`src/rtl/bws_pkg.sv`:
```
package bws_pkg;
  typedef enum logic [2:0] {
    ST_IDLE,
    ST_SYNC,
    ST_WIN,
    ST_XFER,
    ST_DONE
  } bws_state_e;
endpackage

```
`src/rtl/bws_addr_shape.sv`:
```
module bws_addr_shape #(
  parameter int CPU_AW   = 20,
  parameter int BUS_AW   = 24,
  parameter int BYTE_W   = 8,
  parameter int LOW_SPAN = 16
) (
  input  logic [CPU_AW-1:0] cpu_addr_i,
  input  logic              io_i,
  input  logic              mirror_i,
  output logic [BUS_AW-1:0] bus_addr_o,
  output logic              phantom_o
);
  localparam int PAD_W = BUS_AW - CPU_AW;

  always_comb begin
    bus_addr_o = {{PAD_W{1'b0}}, cpu_addr_i};
    if (io_i && mirror_i)
      bus_addr_o[2*BYTE_W-1:BYTE_W] = cpu_addr_i[BYTE_W-1:0];
  end

  // anything outside the low window hides legacy decoders
  assign phantom_o = |cpu_addr_i[CPU_AW-1:LOW_SPAN];
endmodule

```
`src/rtl/bws_lane_steer.sv`:
```
module bws_lane_steer #(
  parameter int BYTE_W = 8
) (
  input  logic [2*BYTE_W-1:0] wdata_i,
  input  logic                wide_i,
  input  logic                we_i,
  input  logic                hi_sel_i,
  input  logic [BYTE_W-1:0]   lane_a_i,
  input  logic [BYTE_W-1:0]   lane_b_i,
  output logic [BYTE_W-1:0]   lane_a_o,
  output logic                lane_a_oe_o,
  output logic [BYTE_W-1:0]   lane_b_o,
  output logic                lane_b_oe_o,
  output logic [2*BYTE_W-1:0] rd_word_o,
  output logic [BYTE_W-1:0]   rd_byte_o
);
  logic [BYTE_W-1:0] lo_b, hi_b;
  assign lo_b = wdata_i[BYTE_W-1:0];
  assign hi_b = wdata_i[2*BYTE_W-1:BYTE_W];

  // byte mode: A out, B in; wide mode: both lanes turn with direction
  assign lane_a_o    = (wide_i || !hi_sel_i) ? lo_b : hi_b;
  assign lane_a_oe_o = !(wide_i && !we_i);
  assign lane_b_o    = hi_b;
  assign lane_b_oe_o = wide_i && we_i;

  assign rd_word_o = {lane_a_i, lane_b_i};
  assign rd_byte_o = lane_b_i;
endmodule

```
`src/rtl/bus_width_splitter.sv`:
```
module bus_width_splitter
  import bws_pkg::*;
#(
  parameter int CPU_AW   = 20,
  parameter int BUS_AW   = 24,
  parameter int BYTE_W   = 8,
  parameter int LOW_SPAN = 16,
  parameter int NEG_CYC  = 2
) (
  input  logic                clk_i,
  input  logic                rst_ni,
  input  logic                req_i,
  input  logic                we_i,
  input  logic                word_i,
  input  logic                io_i,
  input  logic [CPU_AW-1:0]   addr_i,
  input  logic [2*BYTE_W-1:0] wdata_i,
  output logic                rdy_o,
  output logic [2*BYTE_W-1:0] rdata_o,
  input  logic                neg_en_i,
  input  logic                io_mirror_i,
  output logic                sync_o,
  output logic                xreq_o,
  output logic                xfer_o,
  output logic                io_o,
  output logic                wr_o,
  output logic                phantom_o,
  output logic [BUS_AW-1:0]   bus_addr_o,
  input  logic                ack16_i,
  output logic [BYTE_W-1:0]   lane_a_o,
  output logic                lane_a_oe_o,
  input  logic [BYTE_W-1:0]   lane_a_i,
  output logic [BYTE_W-1:0]   lane_b_o,
  output logic                lane_b_oe_o,
  input  logic [BYTE_W-1:0]   lane_b_i
);
  localparam int WORD_W = 2 * BYTE_W;
  localparam int CNT_W  = $clog2(NEG_CYC + 1);

  bws_state_e          state_q;
  logic [CNT_W-1:0]    cnt_q;
  logic                we_q, word_q, io_q, part_q, wide_q, xreq_q;
  logic [CPU_AW-1:0]   addr_q;
  logic [WORD_W-1:0]   wdata_q, rdata_q;
  logic [BYTE_W-1:0]   lo_q;
  logic [CPU_AW-1:0]   cur_addr;
  logic [WORD_W-1:0]   rd_word;
  logic [BYTE_W-1:0]   rd_byte;
  logic                busy;

  assign cur_addr = addr_q + CPU_AW'(part_q);
  assign busy     = (state_q != ST_IDLE) && (state_q != ST_DONE);

  bws_addr_shape #(
    .CPU_AW(CPU_AW), .BUS_AW(BUS_AW), .BYTE_W(BYTE_W), .LOW_SPAN(LOW_SPAN)
  ) i_shape (
    .cpu_addr_i(cur_addr),
    .io_i      (io_q),
    .mirror_i  (io_mirror_i),
    .bus_addr_o(bus_addr_o),
    .phantom_o (phantom_o)
  );

  bws_lane_steer #(.BYTE_W(BYTE_W)) i_steer (
    .wdata_i    (wdata_q),
    .wide_i     (wide_q),
    .we_i       (we_q),
    .hi_sel_i   (part_q),
    .lane_a_i   (lane_a_i),
    .lane_b_i   (lane_b_i),
    .lane_a_o   (lane_a_o),
    .lane_a_oe_o(lane_a_oe_o),
    .lane_b_o   (lane_b_o),
    .lane_b_oe_o(lane_b_oe_o),
    .rd_word_o  (rd_word),
    .rd_byte_o  (rd_byte)
  );

  always_ff @(posedge clk_i or negedge rst_ni) begin
    if (!rst_ni) begin
      state_q <= ST_IDLE;
      cnt_q   <= '0;
      we_q    <= 1'b0;
      word_q  <= 1'b0;
      io_q    <= 1'b0;
      part_q  <= 1'b0;
      wide_q  <= 1'b0;
      xreq_q  <= 1'b0;
      addr_q  <= '0;
      wdata_q <= '0;
      rdata_q <= '0;
      lo_q    <= '0;
    end else begin
      unique case (state_q)
        ST_IDLE: if (req_i) begin
          we_q    <= we_i;
          word_q  <= word_i;
          io_q    <= io_i;
          addr_q  <= addr_i;
          wdata_q <= wdata_i;
          part_q  <= 1'b0;
          wide_q  <= 1'b0;
          xreq_q  <= word_i && neg_en_i;
          state_q <= ST_SYNC;
        end
        ST_SYNC: begin
          cnt_q   <= '0;
          state_q <= ST_WIN;
        end
        ST_WIN: begin
          if (cnt_q == CNT_W'(NEG_CYC - 1)) begin
            if (xreq_q) begin
              wide_q <= ack16_i;
              xreq_q <= ack16_i;
            end
            state_q <= ST_XFER;
          end else begin
            cnt_q <= cnt_q + 1'b1;
          end
        end
        ST_XFER: begin
          if (wide_q) begin
            rdata_q <= we_q ? '0 : rd_word;
            xreq_q  <= 1'b0;
            state_q <= ST_DONE;
          end else if (word_q && !part_q) begin
            lo_q    <= rd_byte;
            part_q  <= 1'b1;
            state_q <= ST_SYNC;
          end else begin
            rdata_q <= we_q   ? '0 :
                       word_q ? {rd_byte, lo_q} : {{BYTE_W{1'b0}}, rd_byte};
            state_q <= ST_DONE;
          end
        end
        ST_DONE: state_q <= ST_IDLE;
        default: state_q <= ST_IDLE;
      endcase
    end
  end

  assign sync_o  = (state_q == ST_SYNC);
  assign xfer_o  = (state_q == ST_XFER);
  assign rdy_o   = (state_q == ST_DONE);
  assign xreq_o  = xreq_q;
  assign io_o    = busy && io_q;
  assign wr_o    = busy && we_q;
  assign rdata_o = rdata_q;

  p_sync_one_clk_r1: assert property (@(posedge clk_i) disable iff (!rst_ni)
    sync_o |=> !sync_o);
  p_addr_hold_r1: assert property (@(posedge clk_i) disable iff (!rst_ni)
    (busy && !sync_o) |-> ($stable(bus_addr_o) && $stable(phantom_o)));
  p_xreq_rise_r2: assert property (@(posedge clk_i) disable iff (!rst_ni)
    $rose(xreq_o) |-> sync_o);
  p_wide_read_lanes_r3: assert property (@(posedge clk_i) disable iff (!rst_ni)
    (xreq_o && xfer_o && !wr_o) |-> (!lane_a_oe_o && !lane_b_oe_o));
  p_xreq_fall_r4: assert property (@(posedge clk_i) disable iff (!rst_ni)
    $fell(xreq_o) |-> (xfer_o || rdy_o));
  p_xreq_off_r7: assert property (@(posedge clk_i) disable iff (!rst_ni)
    !neg_en_i |-> !xreq_o);
  p_rdy_after_xfer_r12: assert property (@(posedge clk_i) disable iff (!rst_ni)
    rdy_o |-> ($past(xfer_o) && !xreq_o));
  p_rdy_pulse_r12: assert property (@(posedge clk_i) disable iff (!rst_ni)
    rdy_o |=> !rdy_o);
endmodule

```
`config.mk`:
```
export PLATFORM = sky130hd
export DESIGN_NAME = bus_width_splitter
export DESIGN_NICKNAME = d
export VERILOG_FILES = /design/src/rtl/bws_pkg.sv /design/src/rtl/bws_addr_shape.sv /design/src/rtl/bws_lane_steer.sv /design/src/rtl/bus_width_splitter.sv
export SDC_FILE = /design/constraint.sdc
export NUM_CORES = 1
export LEC_CHECK = 0
export BUFFER_PORTS_ARGS = -buffer_cell sky130_fd_sc_hd__buf_2
export CAP_MARGIN = 15
export CORE_ASPECT_RATIO = 0.7
export CORE_MARGIN = 2
export CORE_UTILIZATION = 45
export CTS_BUF_LIST = sky130_fd_sc_hd__clkbuf_4
export DETAILED_ROUTE_END_ITERATION = 10
export PLACE_DENSITY_LB_ADDON = 0.08
export SLEW_MARGIN = 20
export SYNTH_ARGS = -nofsm -noshare
export SYNTH_HDL_FRONTEND = slang
export SYNTH_HIERARCHICAL = 1
export SYNTH_SLANG_ARGS = --single-unit
```
`constraint.sdc`:
```
create_clock -name clk_i -period 2.7 [get_ports clk_i]
set_input_delay 0.135 -clock clk_i [delete_from_list [all_inputs] [get_ports clk_i]]
set_output_delay 0.135 -clock clk_i [all_outputs]
set_load 0.005 [all_outputs]
```
==> impl_metrics.toml <==
[setup_path]
cp.depth = 8
crit_slowest_cell = "or4_1"
cp_top_family = "simple AND/OR/NAND/NOR gates"
path_class = "reg2out"
cp_slowest_stage_delay_ns = 0.52
required_ns = 2.57
worstReg2RegStart = "cnt_q[1]"
critPathLaunchType = "flip-flop"
worstPathArrival_ns = 2.48
path_cells = "ha_2 > ha_4 > nand2_4 > nor3_4 > nand3_1 > xnor2_1 > or4_1 > buf_2"
reg2regPathDepth = 7
rrSetupSlack_ns = 0.53
worstSetupEndpoint = "phantom_o"
cp_max_fo = 4
r2r-end = "xreq_o"
end_kind = "primary output"
cp_num_buf_inv = 1
startpoint = "part_q"

[cells_and_area]
syn_to_final_growth_pct = 24.5
fin_cells = 617
fillers = 808
drive_gt1_share_pct = 44.8
antennaDiodeCount = 0
nets = 553

[synthesis]
synth_cell_type_count = 45
async_flop_share_pct = 100
ys_ff_latch = 71
syn_area_per_cell_um2 = 11.6
synth_warnings = 6
synthesis.area_mm2 = 0.00413
synth_edf_count = 0
syn_inst = 356
ys_seq_area_share_pct = 43.0
synthFlopType = "dfrtp_1"

[die]
design.core.area_mm2 = 0.00900
die_area_mm2 = 0.00997
die_h_um = 84.1
fp-row-count = 29
pin_count = 126
fp.dieW_um = 118
initial_core_util_pct = 45.9

[global_routing]
grt_pass1_vias = 3039
grt_start_max_net_pins = 72
grt-ovfl-total = 0
antenna_found_initial = 0
grt_pass1_wl_mm = 15.5
grtUsageTotal_pct = 19.7

[sta]
hold_ws_ns = 0.0675
relSlewSlack_pct = 38.5
tightest_slew_ns = 0.923
setup_viol = 0
finalHoldViolCount = 0
fmax_ghz = 0.382
fin_crit_ns = 2.62
finClkSkew_ns = 0.0102
finalCritPeriodShare_pct = 96.9
rsz0062_at_grt = "yes"
slew_violations = 0

[clock_network]
cts_tree = "done"
root_buffer = "clkbuf_4"
cts_max_level = 3
clock-sinks = 71
cts_buffers = 9
clk-insertion-delay-late_ns = 0.42
clockBufferDepth = 2
cts.clk_slew.worst_paths_ns = 0.11

[routing]
met3WireLength_um = 571
num_vias = 3033
met2WireLength_mm = 4.21
drc_errors = 0
routedWlPerCell_um = 15.2
routed_via_density = 4.92
drt-initial-drc-count = 116
top_layer = "met4"
drt.antenna.violating_nets = 0
wl_met1_mm = 4.51
dr.pass1.iters = 4
drt-total-wl_mm = 9.39

[flow_run]
maxCapViolCount = 0

[worst_hold_path]
hold_class = "in2reg"

[placed_design]
dp.cells = 546
dp_hpwl_mm = 6.42
numPortBuffers = 121
gp_congestion = 0.790

[run_status]
status = "finished, final reports clean"

[power]
irDropWorstVdd_v = 0.000561
p_per_area_mw_per_mm2 = 1020
leakage_nw = 2.44
-- area by class of cell --
| class | instances | area (um^2) | area share (%) |
|---|---|---|---|
| Timing Repair Buffer | 182 | 1190 | 23.2 |
| Clock buffer | 10 | 75.1 | 1.46 |
| Clock inverter | 6 | 27.5 | 0.536 |
| Inverter | 6 | 22.5 | 0.438 |
| Sequential cell | 71 | 1780 | 34.6 |
| Multi-Input combinational cell | 218 | 1890 | 36.7 |
| Tap cell | 124 | 155 | 3.02 |
-- cell usage in the layout (no fill, tap or decap), types with 2 or more instances in the layout --
master and count:
buf_2 120, dfrtp_1 71, mux2_2 52, dlygate4sd3_1 51, nand2_1 24, xnor2_1 14, nand3_1 11, buf_4 11
nand2b_1 10, clkbuf_4 10, mux2i_1 9, a32o_1 9, a22oi_1 8, mux2_4 8, nor2_1 6, a21oi_1 6
inv_1 5, xor2_1 5, o21ai_0 5, o31ai_1 5, nor2b_1 4, clkinv_2 4, conb_1 4, nand3_2 3
and2_1 3, mux2_1 3, clkinv_1 3, o31ai_2 3, nor3_1 2, nand4_1 2, nor3_4 2, and3_1 2
nor4_1 2, ha_1 2
-- cells in the mapped netlist (4+ instances only) --
master    instances  area, um^2
a21oi_1           6        30.0
mux2_4            8         120
buf_2             4        20.0
inv_1             5        18.8
dfrtp_1          71        1780
nor2b_1           4        25.0
nor2_1            6        22.5
nand2_1          25        93.8
buf_4            48         360
mux2i_1           9        90.1
xnor2_1          14         123
ha_1              4        50.1
a22oi_1           8        60.1
o21ai_0           5        25.0
nand3_1          13        65.1
nand2b_1         10        62.6
mux2_2           52         586
a32o_1            9        90.1
buf_6            10         113
xor2_1            5        43.8
o31ai_1           5        37.5
-- flip-flops by register name, summed over array words and instances, names as in the netlist --
register  flops
word_q        1
rdata_o      16
lo_q          8
xreq_o        1
state_q       3
io_q          1
wdata_q      16
wide_q        1
addr_q       20
we_q          1
part_q        1
cnt_q         2
-- how the worst min path moves through the flow --
| stage | from | to | slack [ns] | cells after the start |
|---|---|---|---|---|
| floorplan | rst_ni | addr_q[0] | -0.16 | 0 |
| global placement | rst_ni | addr_q[15] | 0.34 | 1 |
| detailed placement | rst_ni | addr_q[15] | 0.34 | 1 |
| CTS | lane_a_i[5] | rdata_o[13] | 0.03 | 3 |
| global route | lane_a_i[5] | rdata_o[13] | 0.06 | 3 |
| finish | lane_a_i[7] | rdata_o[15] | 0.07 | 3 |
-- power by group --
part / switching, W / internal (W) / leakage, nW
sequential: 0.000511 / 0.00159 / 0.867
combinational: 0.00113 / 0.00146 / 1.51
clock: 0.000369 / 0.000188 / 0.0648
-- routing by layer --
| metal | global-route usage (%) | vias up |
|---|---|---|
| li1 | - | 1464 |
| met1 | 28.1 | 1464 |
| met2 | 29.7 | 96 |
| met3 | 5.57 | 9 |
| met4 | 4.76 | 0 |
| met5 | 0 | - |
-- tightest hold or removal path: stages --
cell	delay (ns)
buf_2	0.08
a22oi_1	0.08
o31ai_2	0.16
-- cells by family (layout without fill, tap and decap cells) --
group                    after synthesis  after routing  synth area share [%]
AND/OR/NAND/NOR                       81             81                  11.4
multiplexers                          72             72                  20.1
flip-flops                            71             71                  43.0
buffers and inverters                 70            204                  12.9
AO/OA/AOI/OAI                         38             38                  7.24
XOR/XNOR                              19             19                  4.03
adder cells (fa/ha/maj)                4              4                  1.21
other                                  1              4                0.0908
-- timing repair --
action / CTS / global route
setup buffers: 2 / 2
hold buffers: 51 / 0
pin swaps: 3 / 6
endpoints found under the setup margin: 1 / 2
resized for setup: 4 / 7
endpoints found under the hold margin: 120 / 0
-- metrics by stage --
| stage | TNS [ns] | util (%) | cell area [um^2] | setup slack, ns | power (W) |
|---|---|---|---|---|---|
| floorplan | 0 | - | 4140 | 0.803 | 0.00403 |
| global placement | 0 | 49.3 | 4440 | 0.480 | 0.00457 |
| detailed placement | 0 | 49.3 | 4440 | 0.406 | 0.00461 |
| CTS | 0 | 56.5 | 5090 | 0.0101 | 0.00526 |
| global route | -0.0682 | 57.1 | 5140 | -0.0682 | 0.00568 |
| finish | 0 | 57.1 | 5140 | 0.0836 | 0.00525 |
No activity file was read; power rests on OpenSTA's default activity.
